[config.mk]
export PLATFORM = sky130hd
export DESIGN_NAME = sra_trap_resolver
export DESIGN_NICKNAME = d
export VERILOG_FILES = /design/src/rtl/sra_pkg.sv /design/src/rtl/sra_cond.sv /design/src/rtl/sra_prio.sv /design/src/rtl/sra_out_reg.sv /design/src/rtl/sra_trap_resolver.sv
export SDC_FILE = /design/constraint.sdc
export NUM_CORES = 1
export LEC_CHECK = 0
export BUFFER_PORTS_ARGS = -buffer_cell sky130_fd_sc_hd__buf_2
export CAP_MARGIN = 5
export CORE_AREA = 10 10 47 49
export CTS_CLUSTER_SIZE = 20
export DETAILED_ROUTE_END_ITERATION = 16
export DIE_AREA = 0 0 57 59
export HOLD_SLACK_MARGIN = 0.15
export PLACE_DENSITY = 0.78
export SLEW_MARGIN = 10
export SYNTH_ARGS = -nofsm -noshare
export SYNTH_HDL_FRONTEND = slang
export SYNTH_SLANG_ARGS = --single-unit
[constraint.sdc]
create_clock -name clk -period 1.6 [get_ports clk]
set_clock_uncertainty 0.1 [all_clocks]
set_input_delay 0.32 -clock clk [delete_from_list [all_inputs] [get_ports clk]]
set_output_delay 0.32 -clock clk [all_outputs]
set_load 0.02 [all_outputs]
[src/rtl/sra_pkg.sv]
package sra_pkg;

    localparam int OC_N    = 5;
    localparam int OC_UNDEF_B = 0;
    localparam int OC_TRAP1_B = 1;
    localparam int OC_TRAP2_B = 2;
    localparam int OC_TRAP3_B = 3;
    localparam int OC_ACC_B   = 4;

    typedef logic [OC_N-1:0] outcome_t;

    localparam outcome_t OC_UNDEF  = outcome_t'(1) << OC_UNDEF_B;
    localparam outcome_t OC_TRAP1  = outcome_t'(1) << OC_TRAP1_B;
    localparam outcome_t OC_TRAP2  = outcome_t'(1) << OC_TRAP2_B;
    localparam outcome_t OC_TRAP3  = outcome_t'(1) << OC_TRAP3_B;
    localparam outcome_t OC_ACCEPT = outcome_t'(1) << OC_ACC_B;

    typedef enum logic [1:0] {
        LV_USER = 2'd0,
        LV_KERN = 2'd1,
        LV_HYP  = 2'd2,
        LV_MON  = 2'd3
    } lvl_e;

    typedef struct packed {
        logic ifc_l1;
        logic ifc_l2;
        logic ifc_l3;
        logic hyp_on;
        logic hyp_aa64;
        logic hyp_trap_all;
        logic hyp_fiq_rt;
        logic hyp_irq_rt;
        logic mon_present;
        logic mon_aa64;
        logic mon_irq_rt;
        logic mon_fiq_rt;
    } ctrl_t;

    typedef struct packed {
        logic l1_off;
        logic l2_off;
        logic l3_off;
        logic hyp_all_hit;
        logic hyp_fiq_hit;
        logic hyp_irq_hit;
        logic mon_hit;
    } cond_t;

    function automatic logic is_trap(input outcome_t oc);
        return oc[OC_TRAP1_B] | oc[OC_TRAP2_B] | oc[OC_TRAP3_B];
    endfunction

endpackage

[src/rtl/sra_cond.sv]
module sra_cond
    import sra_pkg::*;
(
    input  ctrl_t ctrl,
    output cond_t cond
);
    logic hyp_live;
    logic mon_live;

    always_comb begin
        hyp_live = ctrl.hyp_on & ctrl.hyp_aa64;
        mon_live = ctrl.mon_present & ctrl.mon_aa64;

        cond.l1_off      = ~ctrl.ifc_l1;
        cond.l2_off      = ~ctrl.ifc_l2;
        cond.l3_off      = ~ctrl.ifc_l3;
        cond.hyp_all_hit = hyp_live & ctrl.hyp_trap_all;
        cond.hyp_fiq_hit = hyp_live & ctrl.hyp_fiq_rt;
        cond.hyp_irq_hit = hyp_live & ctrl.hyp_irq_rt;
        cond.mon_hit     = mon_live & ctrl.mon_irq_rt & ctrl.mon_fiq_rt;
    end
endmodule

[src/rtl/sra_prio.sv]
module sra_prio
    import sra_pkg::*;
(
    input  lvl_e     lvl,
    input  cond_t    cond,
    output outcome_t oc
);
    always_comb begin
        oc = OC_ACCEPT;
        unique case (lvl)
            LV_USER: oc = OC_UNDEF;
            LV_KERN: begin
                if (cond.l1_off)           oc = OC_TRAP1;
                else if (cond.hyp_all_hit) oc = OC_TRAP2;
                else if (cond.hyp_fiq_hit) oc = OC_TRAP2;
                else if (cond.hyp_irq_hit) oc = OC_TRAP2;
                else if (cond.mon_hit)     oc = OC_TRAP3;
                else                       oc = OC_ACCEPT;
            end
            LV_HYP: begin
                if (cond.l2_off)           oc = OC_TRAP2;
                else if (cond.mon_hit)     oc = OC_TRAP3;
                else                       oc = OC_ACCEPT;
            end
            LV_MON: begin
                if (cond.l3_off)           oc = OC_TRAP3;
                else                       oc = OC_ACCEPT;
            end
            default: oc = OC_UNDEF;
        endcase
    end
endmodule

[src/rtl/sra_out_reg.sv]
module sra_out_reg
    import sra_pkg::*;
#(
    parameter int                SYND_W    = 6,
    parameter logic [SYND_W-1:0] SYND_CODE = 6'h18
) (
    input  logic              clk,
    input  logic              rst,
    input  logic              req_vld,
    input  outcome_t          oc_in,
    input  logic              sec_in,
    output logic              vld_q,
    output outcome_t          oc_q,
    output logic [SYND_W-1:0] synd_q,
    output logic              sec_q
);
    always_ff @(posedge clk) begin
        if (rst) begin
            vld_q  <= 1'b0;
            oc_q   <= '0;
            synd_q <= '0;
            sec_q  <= 1'b0;
        end else begin
            vld_q <= req_vld;
            if (req_vld) begin
                oc_q   <= oc_in;
                synd_q <= is_trap(oc_in) ? SYND_CODE : '0;
                sec_q  <= sec_in;
            end
        end
    end
endmodule

[src/rtl/sra_trap_resolver.sv]
module sra_trap_resolver
    import sra_pkg::*;
#(
    parameter int                SYND_W    = 6,
    parameter logic [SYND_W-1:0] SYND_CODE = 6'h18
) (
    input  logic              clk,
    input  logic              rst,
    input  logic              req_vld,
    input  logic [1:0]        req_el,
    input  logic              ifc_en_l1,
    input  logic              ifc_en_l2,
    input  logic              ifc_en_l3,
    input  logic              hyp_on,
    input  logic              hyp_aa64,
    input  logic              hyp_trap_all,
    input  logic              hyp_fiq_rt,
    input  logic              hyp_irq_rt,
    input  logic              mon_present,
    input  logic              mon_aa64,
    input  logic              mon_irq_rt,
    input  logic              mon_fiq_rt,
    input  logic              mon_ns,
    output logic              res_vld,
    output logic [OC_N-1:0]   res_outcome,
    output logic [SYND_W-1:0] res_syndrome,
    output logic              res_secure
);
    ctrl_t    ctrl;
    cond_t    cond;
    lvl_e     lvl;
    outcome_t oc_sel;
    logic     sec_sel;

    always_comb begin
        lvl                = lvl_e'(req_el);
        ctrl.ifc_l1        = ifc_en_l1;
        ctrl.ifc_l2        = ifc_en_l2;
        ctrl.ifc_l3        = ifc_en_l3;
        ctrl.hyp_on        = hyp_on;
        ctrl.hyp_aa64      = hyp_aa64;
        ctrl.hyp_trap_all  = hyp_trap_all;
        ctrl.hyp_fiq_rt    = hyp_fiq_rt;
        ctrl.hyp_irq_rt    = hyp_irq_rt;
        ctrl.mon_present   = mon_present;
        ctrl.mon_aa64      = mon_aa64;
        ctrl.mon_irq_rt    = mon_irq_rt;
        ctrl.mon_fiq_rt    = mon_fiq_rt;
    end

    sra_cond i_cond (
        .ctrl (ctrl),
        .cond (cond)
    );

    sra_prio i_prio (
        .lvl  (lvl),
        .cond (cond),
        .oc   (oc_sel)
    );

    // Monitor-level accesses are secure regardless of the non-secure bit.
    always_comb begin
        sec_sel = oc_sel[OC_ACC_B] & ((lvl == LV_MON) | ~mon_ns);
    end

    sra_out_reg #(
        .SYND_W    (SYND_W),
        .SYND_CODE (SYND_CODE)
    ) i_out (
        .clk     (clk),
        .rst     (rst),
        .req_vld (req_vld),
        .oc_in   (oc_sel),
        .sec_in  (sec_sel),
        .vld_q   (res_vld),
        .oc_q    (res_outcome),
        .synd_q  (res_syndrome),
        .sec_q   (res_secure)
    );
endmodule

# Word level (Yosys, flattened, before mapping)

Cells that the tools add are included.

Equal/unequal tests: 3
Mux-type cells: 9
Bitwise gates (word level): 12
Reductions and logical operators: 1

Operators by type and width:

| kind                                          | number |
|---|---|
| two-way mux 5 bit                             | 8 |
| one-hot mux 5 bit (4 select lines)            | 1 |
| AND 1 bit                                     | 8 |
| == test 2 bit, second input constant          | 2 |
| OR 1 bit                                      | 3 |
| == test 2 x 1 -> 1 bit, second input constant | 1 |
| logical NOT 2 bit                             | 1 |
| NOT 1 bit                                     | 1 |

Flip-flop bits (word level): 13
Input port bits: 18
Output and inout bits: 13
Word-level logic and storage cells: 29

# Logic depth before layout (Yosys ltp)

Gate-level depths: netlist (run 1).

Depth in word-level cells: 12
Gate-level depth with buffers: 5
Depth with buffers taken out: 4

# Cells and area by module

A second synthesis (run 1) with hierarchy kept.

Cell total of the unflattened synthesis: 57
Area, all modules: 470.5 um2

Modules (own cells, without submodules):

| module            | instances | cells each | area each (um2) | sequential area each (um2) |
|---|---|---|---|---|
| sra_out_reg       | 1         | 32         | 324.1           | 160.2 |
| sra_prio          | 1         | 16         | 96.3            | 0.0 |
| sra_cond          | 1         | 7          | 38.8            | 0.0 |
| sra_trap_resolver | 1         | 2          | 11.3            | 0.0 |

# Worst setup path after synthesis (run 1)

OpenSTA, ideal clock, no wires.

Path kind: input -> register
From: input req_vld
To: register i_out.synd_q[3]
Library setup time: 0.122 ns
Arrival time: 1.024 ns
Required time: 1.378 ns
Slack: 0.354 ns
Stages: 5
Buffers on the path: 1
Cell sequence: buf_4 nor2b_4 and2b_1 a21boi_1 o21bai_4

RTL lines:

| item                   | RTL line               | RTL |
|---|---|---|
| start: declaration     | sra_trap_resolver.sv:9 | `input logic req_vld,` |
| end signal: assignment | sra_out_reg.sv:27      | `synd_q <= is_trap(oc_in) ? SYND_CODE : '0;` |
| end: declaration       | sra_out_reg.sv:14      | `output logic [SYND_W-1:0] synd_q,` |

# Worst setup path in the final report (run 1)

From: register i_out.synd_q[3]
To: output res_syndrome[3]

RTL lines:

| item             | RTL line                | RTL |
|---|---|---|
| end: declaration | sra_trap_resolver.sv:26 | `output logic [SYND_W-1:0] res_syndrome,` |

No word-level cell between the ends.

==> results of run 1 <==
[worst max-delay path by stage]
| stage | end | depth (start not counted) | from |
|---|---|---|---|
| 5_1_grt | res_syndrome[3] | 1 | i_out.synd_q[3] |
| 2_1_floorplan | i_out.synd_q[3] | 5 | req_vld |
| 3_5_place_dp | i_out.synd_q[3] | 5 | hyp_irq_rt |
| 6_report | res_syndrome[3] | 1 | i_out.synd_q[3] |
| 3_3_place_gp | i_out.synd_q[3] | 5 | hyp_irq_rt |
| 4_1_cts | res_syndrome[3] | 1 | i_out.synd_q[3] |
[state kept, by name, summed over array words and instances (netlist names)]
register,count
i_out.oc_q,5
i_out.sec_q,1
i_out.vld_q,1
i_out.synd_q,1
[report_power, final]
| group | internal [mW] | switching [mW] | leakage (nW) |
|---|---|---|---|
| clock network | 0.0860 | 0.0711 | 0.0138 |
| logic | 0.0495 | 0.0664 | 0.237 |
| registers | 0.209 | 0.00447 | 0.0655 |
| total | 0.344 | 0.142 | 0.316 |
[kinds of logic (layout without fill, tap and decap cells)]
kind of cell,Yosys count,in the layout,share of synthesized area [%]
and+or+nand+nor,18,18,24.7
AOI/OAI and AO/OA,13,13,27.5
DFF,8,8,32.9
buffers and inverters,7,30,10.0
muxes,2,2,4.11
other,1,4,0.770
[synthesized netlist by cell type (all sizes together), types with 2 or more instances]
cell,count,area [µm²]
nor2b,2,20.0
buf,6,45.0
nand3,2,10.0
nand2,2,7.51
and3b,2,22.5
dfxtp,8,160
nor2,5,18.8
o21ai,2,13.8
mux2i,2,20.0
[final cells by class]
type / instances / area, µm²
Fill cell: 158 / 776
Timing Repair Buffer: 26 / 130
Tap cell: 16 / 20.0
Clock buffer: 3 / 22.5
Multi-Input combinational cell: 37 / 289
Inverter: 1 / 3.75
Sequential cell: 8 / 160
[per-stage QoR]
stage               hold slack, ns  total power [mW]  cell area (µm²)  cells  worst slack, ns
CTS                          0.226             0.495              626     91            0.394
global route                 0.222             0.521              626     91            0.357
finish                       0.233             0.486              626     91            0.402
floorplan                    0.287             0.297              498     52            0.354
detailed placement           0.363             0.333              603     88            0.225
global placement             0.350             0.332              603     88            0.249
[routing by layer]
layer	wire length (µm)	vias to the layer above
met3	133	2
met5	0	-
li1	-	220
met1	503	201
met2	652	15
met4	4	0
==> impl_metrics.json, run 1 <==
{
  "grt_pass1_wl_um": 2190,
  "cp.arrival_ns": 0.78,
  "diodes": 0,
  "insertion_delay_ns": 0.26,
  "cts_resized": 0,
  "fp-row-count": 14,
  "drtAntennaViolNets": 0,
  "cts-buffers-inserted": 3,
  "crit_family": "flip-flops",
  "cp-end-kind": "output port",
  "reg2reg_slack_ns": 0.74,
  "crit_required_ns": 1.18,
  "wl_um": 1290,
  "core-area_um2": 1400,
  "start_util_pct": 34.7,
  "regToRegStartpoint": "i_out.synd_q[3]",
  "met1_usage_pct": 7.50,
  "hold_class": "input pin to flop",
  "finalHoldViolCount": 0,
  "synth.distinct_cells": 30,
  "cts_tree": "built",
  "crit_buf_inv": 1,
  "peakVddDrop_mv": 0.534,
  "min-delay-start": "rst",
  "slowest_delay_ns": 0.35,
  "top_level_ports": 31,
  "clk_path_buf_depth": 2,
  "drt_iter0_drc": 7,
  "power_density_nw_per_um2": 777,
  "finalNetCount": 95,
  "avgSynthCellArea_um2": 9.93,
  "r2r_end": "i_out.synd_q[3]",
  "dieArea_um2": 3360,
  "path_class": "flop to output port",
  "cts-root-buf": "clkbuf_4",
  "die_h_um": 59,
  "antenna_found_initial": 0,
  "grt_pass1_vias": 499,
  "status": "finished clean",
  "vias": 438,
  "hold_end": "i_out.oc_q[2]",
  "fin_tns_setup_ns": 0,
  "met3_usage_pct": 6.87,
  "grt_max_degree": 9,
  "syn-cell-area_um2": 487,
  "fmax_mhz": 835,
  "async_reset_ff_share_pct": 0,
  "critical_path_peak_fanout": 3,
  "drtPass1Iterations": 4,
  "clk_pin_slew_ns": 0.06,
  "synth-seq-cells": 8,
  "slowest_stage": "dfxtp_1",
  "fin_crit_ns": 1.20,
  "final_cell_mix": "buf_2 (26), dfxtp_1 (8), nor2_1 (5)",
  "track_usage_pct": 8.35,
  "grt_busiest_layer": "met2",
  "mostFrequentLayoutCell": "buf_2",
  "cap_violations": 0,
  "htreeDepth": 1,
  "hpwl_um": 1040,
  "grtUsageMet2_pct": 14.0,
  "syn2layout_area_growth_pct": 28.5,
  "io_buffers": 26,
  "postCtsSetupBuffers": 0,
  "synth-edff-count": 0,
  "yosysSeqAreaShare_pct": 32.9,
  "fin_crit_sh_pct": 74.9,
  "grt_overflow": 0,
  "reg2reg_depth": 2,
  "via_per_inst": 4.81,
  "hold_buffers": 0,
  "layout-drive-gt1-share_pct": 53.3,
  "hold_path_depth": 2,
  "final-max-slew-violation-count": 0,
  "gpl.final_weighted_congestion": 0.690,
  "ys_warn_count": 0,
  "fin_util_pct": 44.6,
  "synthFlopType": "dfxtp_1",
  "drc": 0,
  "wire_per_inst_um": 14.2,
  "crit_chain": "buf_2",
  "rsz0062_at_grt": "no",
  "p_leak_nw": 0.316,
  "start_kind": "flop",
  "setup_viol": 0,
  "synthCells": 49,
  "numClockSinks": 8,
  "fp.dieW_um": 57
}
Note: power is estimated with default switching activity, not from simulation.
==> inputs of run 2 (changes only) <==
- CORE_AREA: 10 10 47 49 -> default
- CORE_MARGIN: default -> 10
- CORE_UTILIZATION: default -> 36
- DIE_AREA: 0 0 57 59 -> default
- PLACE_DENSITY: 0.78 -> 0.79
- clock period: 1.6 -> 1 ns (I/O delays scaled with it)
==> impl_metrics.json, run 2 (synthesis gave the netlist of run 1 again) <==
{
  "grt_pass1_wl_um": 2320,
  "slowest_delay_ns": 0.35,
  "start_util_pct": 37.9,
  "crit_family": "flip-flops",
  "power_density_nw_per_um2": 1050,
  "path_class": "flop to output port",
  "cp.arrival_ns": 0.71,
  "antenna_found_initial": 0,
  "post_dp_cell_area_um2": 666,
  "met1_usage_pct": 8.20,
  "cts-root-buf": "clkbuf_4",
  "fin_total_pwr_mw": 0.839,
  "dieArea_um2": 3220,
  "peakVddDrop_mv": 0.527,
  "drtAntennaViolNets": 0,
  "grt_busiest_layer": "met2",
  "fmax_mhz": 986,
  "final_cell_mix": "buf_2 (17), buf_6 (9), buf_4 (9)",
  "hold_class": "input pin to flop",
  "via_per_inst": 4.73,
  "final-max-slew-violation-count": 0,
  "grt_pass1_vias": 505,
  "top_level_ports": 31,
  "fin_ws_ns": -0.0137,
  "violations": "negative setup slack",
  "p_leak_nw": 0.381,
  "layout-drive-gt1-share_pct": 71.8,
  "finalNetCount": 105,
  "regToRegStartpoint": "i_out.synd_q[3]",
  "fin_util_pct": 62.0,
  "rsz0062_at_grt": "yes",
  "fin_crit_sh_pct": 101,
  "comb_power_share_pct": 29.6,
  "track_usage_pct": 8.97,
  "io_buffers": 26,
  "largest-register": "i_out.oc_q",
  "crit_chain": "buf_6",
  "cp-end-kind": "output port",
  "cts-buffers-inserted": 3,
  "drc": 0,
  "postLayoutCellArea_um2": 797,
  "grtUsageMet2_pct": 14.6,
  "largest_reg_flops": 5,
  "drtPass1Iterations": 4,
  "fp-row-count": 13,
  "gpl.final_weighted_congestion": 0.763,
  "switchingPower_mw": 0.238,
  "wire_per_inst_um": 15.2,
  "cts_tree": "built",
  "met3_usage_pct": 5.84,
  "insertion_delay_ns": 0.25,
  "status": "finished, violations left",
  "crit_required_ns": 0.70,
  "clk_path_buf_depth": 2,
  "syn2layout_area_growth_pct": 63.8,
  "crit_path_start": "i_out.synd_q[3]",
  "fp.dieW_um": 56.8,
  "numClockSinks": 8,
  "start_kind": "flop",
  "htreeDepth": 1,
  "fin_tns_setup_ns": -0.0492,
  "grt_overflow": 0,
  "die_h_um": 56.8,
  "grt_max_degree": 8,
  "finalHoldViolCount": 0,
  "intPower_mw": 0.601,
  "wl_um": 1520,
  "vias": 473,
  "cap_violations": 0,
  "min-delay-start": "mon_ns",
  "clk_pin_slew_ns": 0.05,
  "critical_path_peak_fanout": 3,
  "hpwl_um": 1110,
  "p_clk_share_pct": 28.9,
  "crit_buf_inv": 1,
  "mostFrequentLayoutCell": "buf_2",
  "setup_viol": 5,
  "slowest_stage": "dfxtp_4",
  "switching_share_pct": 28.3,
  "fin_crit_ns": 1.01,
  "seqPwrFrac_pct": 41.5,
  "diodes": 0,
  "core-area_um2": 1280,
  "drt_iter0_drc": 11
}
## run 2: final cells by class
class / instances / area, µm²
clock buffers: 3 / 22.5
fillers: 96 / 488
inverters: 1 / 3.75
multi-input cells: 37 / 315
flip-flops and latches: 8 / 173
well taps: 15 / 18.8
repair buffers: 36 / 264
## run 2: power groups by stage
stage	clock [mW]	sequential, mW	combinational [mW]
global route	0.281	0.350	0.269
CTS	0.238	0.347	0.228
floorplan	0	0.366	0.113
finish	0.243	0.348	0.248
global placement	0	0.348	0.206
detailed placement	0	0.348	0.208
## run 2: repair_timing
item	4_1_cts	5_1_grt
endpoints found under the hold margin	1	0
pin swaps	0	1
buffers inserted	0	1
gates resized for setup	22	9
setup endpoints to repair	9	13
hold buffers	1	0
## run 2: worst paths after layout
check / endpoint / slack (ns) / cells after the start
worst max-delay path: res_syndrome[4] / -0.01 / 1
worst min-delay path: i_out.sec_q / 0.18 / 3
worst max register to register: i_out.synd_q[3] / 0.12 / 2
worst min register to register: i_out.sec_q / 0.38 / 1
## run 2: layer usage
metal | up-vias | share of wire [%] | wire, µm
li1 | 243 | - | -
met1 | 208 | 37 | 561
met2 | 16 | 51 | 773
met3 | 6 | 9.0 | 137
met4 | 0 | 3.2 | 48
met5 | - | 0 | 0
## run 2: stage by stage
stage	setup WS [ns]	cells	hold WS (ns)
after floorplan	-0.108	52	0.167
after global placement	-0.241	95	0.310
after detailed placement	-0.242	95	0.316
after CTS	-0.0232	99	0.179
after global routing	-0.0496	100	0.182
final	-0.0137	100	0.184
## run 2: tightest hold or removal path, delay by kind of cell
| family | cells | cell delay (ns) |
|---|---|---|
| compound gates | 1 | 0.14 |
| buf+inv | 1 | 0.10 |
| simple gates | 1 | 0.05 |
